<file path="src/rtl/rxr_pkg.sv">
package rxr_pkg;
  localparam int EN_BIT    = 11;
  localparam int WRAP_BIT  = 12;
  localparam int ALIGN_BIT = 13;
  localparam int LONG_BIT  = 14;
  localparam int CRC_BIT   = 15;
  localparam int OVR_BIT   = 16;

  typedef enum logic [3:0] {
    ST_IDLE,
    ST_RD_STAT,
    ST_WT_STAT,
    ST_RD_BUF,
    ST_WT_BUF,
    ST_STREAM,
    ST_WR_DATA,
    ST_WR_STAT,
    ST_DROP
  } rxr_state_e;
endpackage

</file>
<file path="src/rtl/rxr_ring_ptr.sv">
module rxr_ring_ptr #(
  parameter int AW = 32,
  parameter int DESC_BYTES = 8
) (
  input  logic          clk,
  input  logic          rst_n,
  input  logic          base_wr,
  input  logic [AW-1:0] base_val,
  input  logic          adv,
  input  logic          wrap,
  output logic [AW-1:0] cur
);
  localparam int SH = $clog2(DESC_BYTES);

  logic [AW-1:0] base_q, base_d, cur_q, cur_d;

  always_comb begin
    base_d = base_q;
    cur_d  = cur_q;
    if (base_wr) begin
      base_d = {base_val[AW-1:SH], {SH{1'b0}}};
      cur_d  = {base_val[AW-1:SH], {SH{1'b0}}};
    end else if (adv) begin
      cur_d = wrap ? base_q : cur_q + AW'(DESC_BYTES);
    end
  end

  always_ff @(posedge clk or negedge rst_n) begin
    if (!rst_n) begin
      base_q <= '0;
      cur_q  <= '0;
    end else if (base_wr || adv) begin
      base_q <= base_d;
      cur_q  <= cur_d;
    end
  end

  assign cur = cur_q;
endmodule

</file>
<file path="src/rtl/rxr_packer.sv">
module rxr_packer #(
  parameter int AW = 32,
  parameter int LANES = 4
) (
  input  logic               clk,
  input  logic               rst_n,
  input  logic               start,
  input  logic [AW-1:0]      start_addr,
  input  logic               push,
  input  logic [7:0]         push_byte,
  input  logic               drain,
  output logic [8*LANES-1:0] word,
  output logic [LANES-1:0]   be,
  output logic [AW-1:0]      waddr,
  output logic               lane_last
);
  localparam int LW = $clog2(LANES);
  localparam int DW = 8 * LANES;

  logic [DW-1:0]    word_q, word_d;
  logic [LANES-1:0] be_q, be_d;
  logic [AW-1:0]    waddr_q, waddr_d;
  logic [LW-1:0]    lane_q, lane_d;
  logic             upd;

  always_comb begin
    word_d  = word_q;
    be_d    = be_q;
    waddr_d = waddr_q;
    lane_d  = lane_q;
    if (start) begin
      waddr_d = {start_addr[AW-1:LW], {LW{1'b0}}};
      be_d    = '0;
      lane_d  = '0;
    end else if (push) begin
      for (int l = 0; l < LANES; l++) begin
        if (lane_q == LW'(l)) begin
          word_d[8*l +: 8] = push_byte;
          be_d[l]          = 1'b1;
        end
      end
      lane_d = lane_q + 1'b1;
    end else if (drain) begin
      be_d    = '0;
      waddr_d = waddr_q + AW'(LANES);
    end
  end

  assign upd = start | push | drain;

  always_ff @(posedge clk or negedge rst_n) begin
    if (!rst_n) begin
      word_q  <= '0;
      be_q    <= '0;
      waddr_q <= '0;
      lane_q  <= '0;
    end else if (upd) begin
      word_q  <= word_d;
      be_q    <= be_d;
      waddr_q <= waddr_d;
      lane_q  <= lane_d;
    end
  end

  assign word      = word_q;
  assign be        = be_q;
  assign waddr     = waddr_q;
  assign lane_last = (lane_q == LW'(LANES - 1));
endmodule

</file>
<file path="src/rtl/rxr_ctrl.sv">
module rxr_ctrl
  import rxr_pkg::*;
#(
  parameter int AW = 32,
  parameter int MAX_LEN = 1540,
  parameter int LEN_W = 11,
  parameter int LANES = 4
) (
  input  logic               clk,
  input  logic               rst_n,
  input  logic               ctl_en_set,
  input  logic               ctl_en_clr,
  output logic               rx_en,
  input  logic               in_valid,
  output logic               in_ready,
  input  logic               in_last,
  input  logic               in_err_crc,
  input  logic               in_err_align,
  input  logic               in_err_ovr,
  output logic               mem_req,
  output logic               mem_we,
  output logic [AW-1:0]      mem_addr,
  output logic [LANES-1:0]   mem_be,
  output logic [8*LANES-1:0] mem_wdata,
  input  logic               mem_gnt,
  input  logic [8*LANES-1:0] mem_rdata,
  input  logic               mem_rvalid,
  input  logic [AW-1:0]      cur_ptr,
  input  logic [8*LANES-1:0] pk_word,
  input  logic [LANES-1:0]   pk_be,
  input  logic [AW-1:0]      pk_addr,
  input  logic               pk_lane_last,
  output logic               pk_start,
  output logic               pk_push,
  output logic               pk_drain,
  output logic               ring_adv,
  output logic               ring_wrap,
  output logic               wb_active
);
  localparam int DW = 8 * LANES;

  rxr_state_e       state_q, state_d;
  logic             en_q, en_d;
  logic [LEN_W-1:0] cnt_q, cnt_d;
  logic             wrap_q, wrap_d;
  logic             done_q, done_d;
  logic             crc_q, crc_d, aln_q, aln_d, ovr_q, ovr_d, long_q, long_d;
  logic             acc, store, hw_clr;
  logic [DW-1:0]    stat_word;

  assign in_ready = (state_q == ST_STREAM) || (state_q == ST_DROP);
  assign acc      = in_valid && in_ready;
  assign store    = (cnt_q < LEN_W'(MAX_LEN));
  assign hw_clr   = (state_q == ST_WT_STAT) && mem_rvalid && !mem_rdata[EN_BIT];

  always_comb begin
    stat_word              = '0;
    stat_word[LEN_W-1:0]   = cnt_q;
    stat_word[WRAP_BIT]    = wrap_q;
    stat_word[ALIGN_BIT]   = aln_q;
    stat_word[LONG_BIT]    = long_q;
    stat_word[CRC_BIT]     = crc_q;
    stat_word[OVR_BIT]     = ovr_q;
  end

  // enable register: engine clear first, software clear, software set wins
  always_comb begin
    en_d = en_q;
    if (hw_clr)     en_d = 1'b0;
    if (ctl_en_clr) en_d = 1'b0;
    if (ctl_en_set) en_d = 1'b1;
  end

  always_comb begin
    state_d  = state_q;
    cnt_d    = cnt_q;
    wrap_d   = wrap_q;
    done_d   = done_q;
    crc_d    = crc_q;
    aln_d    = aln_q;
    ovr_d    = ovr_q;
    long_d   = long_q;
    pk_start = 1'b0;
    pk_push  = 1'b0;
    pk_drain = 1'b0;
    ring_adv = 1'b0;
    mem_req  = 1'b0;
    mem_we   = 1'b0;
    mem_addr = '0;
    mem_be   = '0;
    mem_wdata = '0;
    unique case (state_q)
      ST_IDLE: begin
        if (in_valid) state_d = en_q ? ST_RD_STAT : ST_DROP;
      end
      ST_RD_STAT: begin
        mem_req  = 1'b1;
        mem_addr = cur_ptr;
        if (mem_gnt) state_d = ST_WT_STAT;
      end
      ST_WT_STAT: begin
        if (mem_rvalid) begin
          if (mem_rdata[EN_BIT]) begin
            wrap_d  = mem_rdata[WRAP_BIT];
            state_d = ST_RD_BUF;
          end else begin
            state_d = ST_DROP;
          end
        end
      end
      ST_RD_BUF: begin
        mem_req  = 1'b1;
        mem_addr = cur_ptr + AW'(4);
        if (mem_gnt) state_d = ST_WT_BUF;
      end
      ST_WT_BUF: begin
        if (mem_rvalid) begin
          pk_start = 1'b1;
          cnt_d    = '0;
          done_d   = 1'b0;
          crc_d    = 1'b0;
          aln_d    = 1'b0;
          ovr_d    = 1'b0;
          long_d   = 1'b0;
          state_d  = ST_STREAM;
        end
      end
      ST_STREAM: begin
        if (acc) begin
          if (store) begin
            pk_push = 1'b1;
            cnt_d   = cnt_q + 1'b1;
          end else begin
            long_d = 1'b1;
          end
          if (in_last) begin
            done_d = 1'b1;
            crc_d  = in_err_crc;
            aln_d  = in_err_align;
            ovr_d  = in_err_ovr;
            state_d = (store || (|pk_be)) ? ST_WR_DATA : ST_WR_STAT;
          end else if (store && pk_lane_last) begin
            state_d = ST_WR_DATA;
          end
        end
      end
      ST_WR_DATA: begin
        mem_req   = 1'b1;
        mem_we    = 1'b1;
        mem_addr  = pk_addr;
        mem_be    = pk_be;
        mem_wdata = pk_word;
        if (mem_gnt) begin
          pk_drain = 1'b1;
          state_d  = done_q ? ST_WR_STAT : ST_STREAM;
        end
      end
      ST_WR_STAT: begin
        mem_req   = 1'b1;
        mem_we    = 1'b1;
        mem_addr  = cur_ptr;
        mem_be    = '1;
        mem_wdata = stat_word;
        if (mem_gnt) begin
          ring_adv = 1'b1;
          state_d  = ST_IDLE;
        end
      end
      ST_DROP: begin
        if (acc && in_last) state_d = ST_IDLE;
      end
      default: state_d = ST_IDLE;
    endcase
  end

  always_ff @(posedge clk or negedge rst_n) begin
    if (!rst_n) begin
      state_q <= ST_IDLE;
      en_q    <= 1'b0;
      cnt_q   <= '0;
      wrap_q  <= 1'b0;
      done_q  <= 1'b0;
      crc_q   <= 1'b0;
      aln_q   <= 1'b0;
      ovr_q   <= 1'b0;
      long_q  <= 1'b0;
    end else begin
      state_q <= state_d;
      en_q    <= en_d;
      cnt_q   <= cnt_d;
      wrap_q  <= wrap_d;
      done_q  <= done_d;
      crc_q   <= crc_d;
      aln_q   <= aln_d;
      ovr_q   <= ovr_d;
      long_q  <= long_d;
    end
  end

  assign rx_en     = en_q;
  assign ring_wrap = wrap_q;
  assign wb_active = (state_q == ST_WR_STAT);
endmodule

</file>
<file path="src/rtl/rx_desc_ring.sv">
module rx_desc_ring #(
  parameter int MAX_LEN = 1540,
  parameter int LEN_W = 11
) (
  input  logic        clk,
  input  logic        rst_n,
  input  logic        ring_base_wr,
  input  logic [31:0] ring_base_val,
  input  logic        ctl_en_set,
  input  logic        ctl_en_clr,
  output logic        rx_en,
  input  logic        in_valid,
  output logic        in_ready,
  input  logic [7:0]  in_data,
  input  logic        in_last,
  input  logic        in_err_crc,
  input  logic        in_err_align,
  input  logic        in_err_ovr,
  output logic        mem_req,
  output logic        mem_we,
  output logic [31:0] mem_addr,
  output logic [3:0]  mem_be,
  output logic [31:0] mem_wdata,
  input  logic        mem_gnt,
  input  logic [31:0] mem_rdata,
  input  logic        mem_rvalid
);
  localparam int AW    = 32;
  localparam int DW    = 32;
  localparam int LANES = DW / 8;

  logic [AW-1:0]    cur_ptr, pk_addr;
  logic [DW-1:0]    pk_word;
  logic [LANES-1:0] pk_be;
  logic             pk_lane_last, pk_start, pk_push, pk_drain;
  logic             ring_adv, ring_wrap, wb_active;

  rxr_ring_ptr #(.AW(AW), .DESC_BYTES(8)) u_ptr (
    .clk      (clk),
    .rst_n    (rst_n),
    .base_wr  (ring_base_wr),
    .base_val (ring_base_val),
    .adv      (ring_adv),
    .wrap     (ring_wrap),
    .cur      (cur_ptr)
  );

  rxr_packer #(.AW(AW), .LANES(LANES)) u_pack (
    .clk        (clk),
    .rst_n      (rst_n),
    .start      (pk_start),
    .start_addr (mem_rdata),
    .push       (pk_push),
    .push_byte  (in_data),
    .drain      (pk_drain),
    .word       (pk_word),
    .be         (pk_be),
    .waddr      (pk_addr),
    .lane_last  (pk_lane_last)
  );

  rxr_ctrl #(.AW(AW), .MAX_LEN(MAX_LEN), .LEN_W(LEN_W), .LANES(LANES)) u_ctrl (
    .clk          (clk),
    .rst_n        (rst_n),
    .ctl_en_set   (ctl_en_set),
    .ctl_en_clr   (ctl_en_clr),
    .rx_en        (rx_en),
    .in_valid     (in_valid),
    .in_ready     (in_ready),
    .in_last      (in_last),
    .in_err_crc   (in_err_crc),
    .in_err_align (in_err_align),
    .in_err_ovr   (in_err_ovr),
    .mem_req      (mem_req),
    .mem_we       (mem_we),
    .mem_addr     (mem_addr),
    .mem_be       (mem_be),
    .mem_wdata    (mem_wdata),
    .mem_gnt      (mem_gnt),
    .mem_rdata    (mem_rdata),
    .mem_rvalid   (mem_rvalid),
    .cur_ptr      (cur_ptr),
    .pk_word      (pk_word),
    .pk_be        (pk_be),
    .pk_addr      (pk_addr),
    .pk_lane_last (pk_lane_last),
    .pk_start     (pk_start),
    .pk_push      (pk_push),
    .pk_drain     (pk_drain),
    .ring_adv     (ring_adv),
    .ring_wrap    (ring_wrap),
    .wb_active    (wb_active)
  );
endmodule

</file>
<file path="config.mk">
export PLATFORM = sky130hd
export DESIGN_NAME = rx_desc_ring
export DESIGN_NICKNAME = d
export VERILOG_FILES = /design/src/rtl/rxr_pkg.sv /design/src/rtl/rxr_ring_ptr.sv /design/src/rtl/rxr_packer.sv /design/src/rtl/rxr_ctrl.sv /design/src/rtl/rx_desc_ring.sv
export SDC_FILE = /design/constraint.sdc
export NUM_CORES = 1
export LEC_CHECK = 0
export BUFFER_PORTS_ARGS = -buffer_cell sky130_fd_sc_hd__clkbuf_2
export CAP_MARGIN = 25
export CORE_MARGIN = 2
export CORE_UTILIZATION = 30
export CTS_CLUSTER_DIAMETER = 50
export CTS_CLUSTER_SIZE = 10
export DETAILED_ROUTE_END_ITERATION = 12
export GPL_TIMING_DRIVEN = 1
export PLACE_DENSITY = 0.55
export SYNTH_ARGS = -nofsm -noshare
export SYNTH_HDL_FRONTEND = slang
export SYNTH_SLANG_ARGS = --single-unit
</file>
<file path="constraint.sdc">
create_clock -name clk -period 6.6 [get_ports clk]
set_clock_uncertainty 0.15 [all_clocks]
set_input_delay 0.66 -clock clk [delete_from_list [all_inputs] [get_ports clk]]
set_output_delay 0.66 -clock clk [all_outputs]
set_load 0.02 [all_outputs]
</file>
==> flow_summary.ini <==
[global_routing]
grt_pass1_vias = 7069
grt_max_degree = 85
grt_pass1_wl_mm = 40.3
antenna_found_initial = 0
grt_overflow = 0
grt_use_total = 0.177

[run]
maxCapViolations = 0

[sta]
min_period_ns = 4.07
max_freq_mhz = 246
worstMarginPinSlew_ns = 1.06
hold_viol_final = 0
max_slew_margin = 0.296
slew_violations = 0
finalSetupViolCount = 0
fin_ws_ns = 2.53
setup_tns_ns = 0
post-route-period-util = 0.617
grt_setup_unrepaired = false

[logic_synthesis]
ys_top_cells_by_area = dfrtp_1, mux2_2, nand2_1
syn_avg_cell_area_um2 = 9.23
ys_async_sr_fraction = 1.00
synth_edf_count = 0
yosysWarnings = 0
synth_top_area_share = 0.438
yosysSeqAreaShare = 0.438
synth_flop_cell = dfrtp_1
yosysUniqueCellTypes = 72
ys_ff_latch = 148
synth_area_um2 = 8460
netlist_instances = 917
yosysTopAreaCell = dfrtp_1

[critical_path]
worstSetupEndpointType = output port
critical_path_class = flop to output port
crit_slowest_cell = nor4bb_4
required_ns = 5.79
worstPathMaxFanout = 30
r2r-end = u_pack.waddr[8]$_DFFE_PN0P_
r2r_cells = 7
arrival_ns = 3.26
crit_buf_inv = 3
path_cells = buf_4, nor4bb_4, buf_4, a22o_1, clkbuf_2
cp-start-kind = flop
critical-path-top-delay-family = buffers and inverters
cpMostUsedCell = buf_4
rr_startpoint = u_ctrl.state_q[0]$_DFFE_PN0P_
rrSetupSlack_ns = 3.17
slowest_delay_ns = 0.76

[placed_design]
dpl_worst_slack_ns = 2.98
routabilityCongestion = 0.818
place_area_um2 = 9520
io_buffer_count = 148
placedCellCount = 1391
dp.final_hpwl_mm = 18.1

[clock_tree]
ctsHoldBuffers = 0
postCtsSetupRepairBufs = 0
clk_pin_slew_ns = 0.07
cts_root_buf = clkbuf_16
cts-buffers-inserted = 17
htree_levels = 4
cts_buffer_depth = 2
clk_latency_ns = 0.43
cts_tree = yes
cts.sinks = 148
post_cts_resized = 0

[layout]
num-fill-cells = 2939
num_antenna_cells = 0
nets = 1125
post_layout_nonfiller_instances = 1425
finish.utilization = 0.366
final_common_cell = dfrtp_1
syn2layout_area_growth_pct = 20.1
post_route_cells_drive_above_1_share = 0.244
stdcell_area_um2 = 10200
final_cell_mix = dfrtp_1, clkbuf_2, nand2_1, nor2_1, o21ai_0

[route]
dr.pass1.iters = 5
viasPerCell = 5.22
wirelength_mm = 25.7
avgRoutedWirePerCell_um = 18.0
dr.first_iter.drc_count = 506
drc = 0
vias = 7437
ant_nets = 0

[floorplan]
rows = 61
die_x_um = 172
die_area_um2 = 29600
dieHeight_um = 172
core_area_um2 = 27800
initial_core_util = 0.305
ios = 156

[pwr]
vdd_drop_max_uv = 169
power.density_nw_per_um2 = 344
p_leak_nw = 4.52

[run_status]
status = finished clean

[min_path]
hold_class = input pin to asynchronous set/reset pin
[Yosys cell counts (3+ instances only)]
cell and count:
and2_1 20, dfrtp_1 148, a21oi_1 24, buf_1 8
mux2i_1 27, mux2_2 42, clkbuf_1 46, nor4_1 15
o41ai_1 4, inv_1 34, xnor2_1 18, xor2_1 19
a22o_1 33, o21ai_0 61, or4_1 4, nand2_1 103
a311oi_1 6, nand3_1 34, nand3b_1 3, and3_1 16
nor3_1 20, o31ai_1 6, nor3b_1 5, buf_4 4
or3_1 5, nor2b_1 5, and4_1 10, ha_1 7
a21o_1 3, a31oi_1 4, nor2_1 75, nand2_2 4
a22oi_1 5, o221ai_1 6, o211ai_1 3, o21ai_1 7
nand4_1 16, a311o_1 4, nand2b_1 9, a211oi_1 7
o31a_1 4, buf_2 4
[per-layer routing]
layer | global-route usage | up-vias | wire, µm
met5 | 0 | - | 0
met1 | 0.260 | 3645 | 12400
li1 | - | 3550 | -
met3 | 0.0277 | 31 | 1230
met4 | 0.0607 | 0 | 566
met2 | 0.265 | 211 | 11500
[flip-flops by register name (all words and copies together) (netlist names)]
register	flops
u_pack.be	4
u_ctrl.state_q	4
u_ctrl.long_q	1
u_ctrl.rx_en	1
u_ctrl.cnt_q	11
u_pack.lane_q	2
u_pack.waddr	30
u_ctrl.ovr_q	1
u_ctrl.aln_q	1
u_ctrl.done_q	1
u_ptr.cur	29
u_ctrl.ring_wrap	1
u_pack.word	32
u_ptr.base_q	29
u_ctrl.crc_q	1
[worst max path at each step]
stage	startpoint	slack, ns	endpoint	cells past startpoint
after global placement	u_ctrl.state_q[0]$_DFFE_PN0P_	2.95	mem_addr[16]	5
after floorplan	u_ctrl.state_q[2]$_DFFE_PN0P_	3.94	mem_addr[21]	6
after CTS	u_ctrl.state_q[0]$_DFFE_PN0P_	2.51	mem_addr[16]	5
final	u_ctrl.state_q[0]$_DFFE_PN0P_	2.53	mem_addr[19]	5
after detailed placement	u_ctrl.state_q[0]$_DFFE_PN0P_	2.98	mem_addr[16]	5
after global routing	u_ctrl.state_q[0]$_DFFE_PN0P_	2.31	mem_addr[17]	5
[power breakdown]
part / switching, W / internal, W
clock network: 0.000430 / 0.000617
logic: 0.000558 / 0.000437
registers: 0.000304 / 0.00115
total: 0.00129 / 0.00220
[cell families after synthesis]
logic type,synth area share
AOI/OAI and AO/OA,0.164
xor gates and xnor gates,0.0383
adders and majority gates,0.0104
buffers and inverters,0.0450
DFF,0.438
muxes,0.0892
other,0.000443
and+or+nand+nor,0.215
[cell type report]
class | count | area [µm²] | area share
Multi-Input combinational cell | 674 | 4410 | 0.434
Clock buffer | 18 | 439 | 0.0432
Sequential cell | 148 | 3700 | 0.364
Timing Repair Buffer | 159 | 827 | 0.0814
Clock inverter | 14 | 186 | 0.0183
Inverter | 34 | 128 | 0.0126
Tap cell | 378 | 473 | 0.0465
[through the flow]
step	hold WS, ns	total power, W
finish	0.136	0.00349
detailed placement	0.322	0.00246
global route	0.192	0.00371
floorplan	0.214	0.00210
CTS	0.168	0.00352
global placement	0.313	0.00244
No activity file was read; power rests on OpenSTA's default activity.
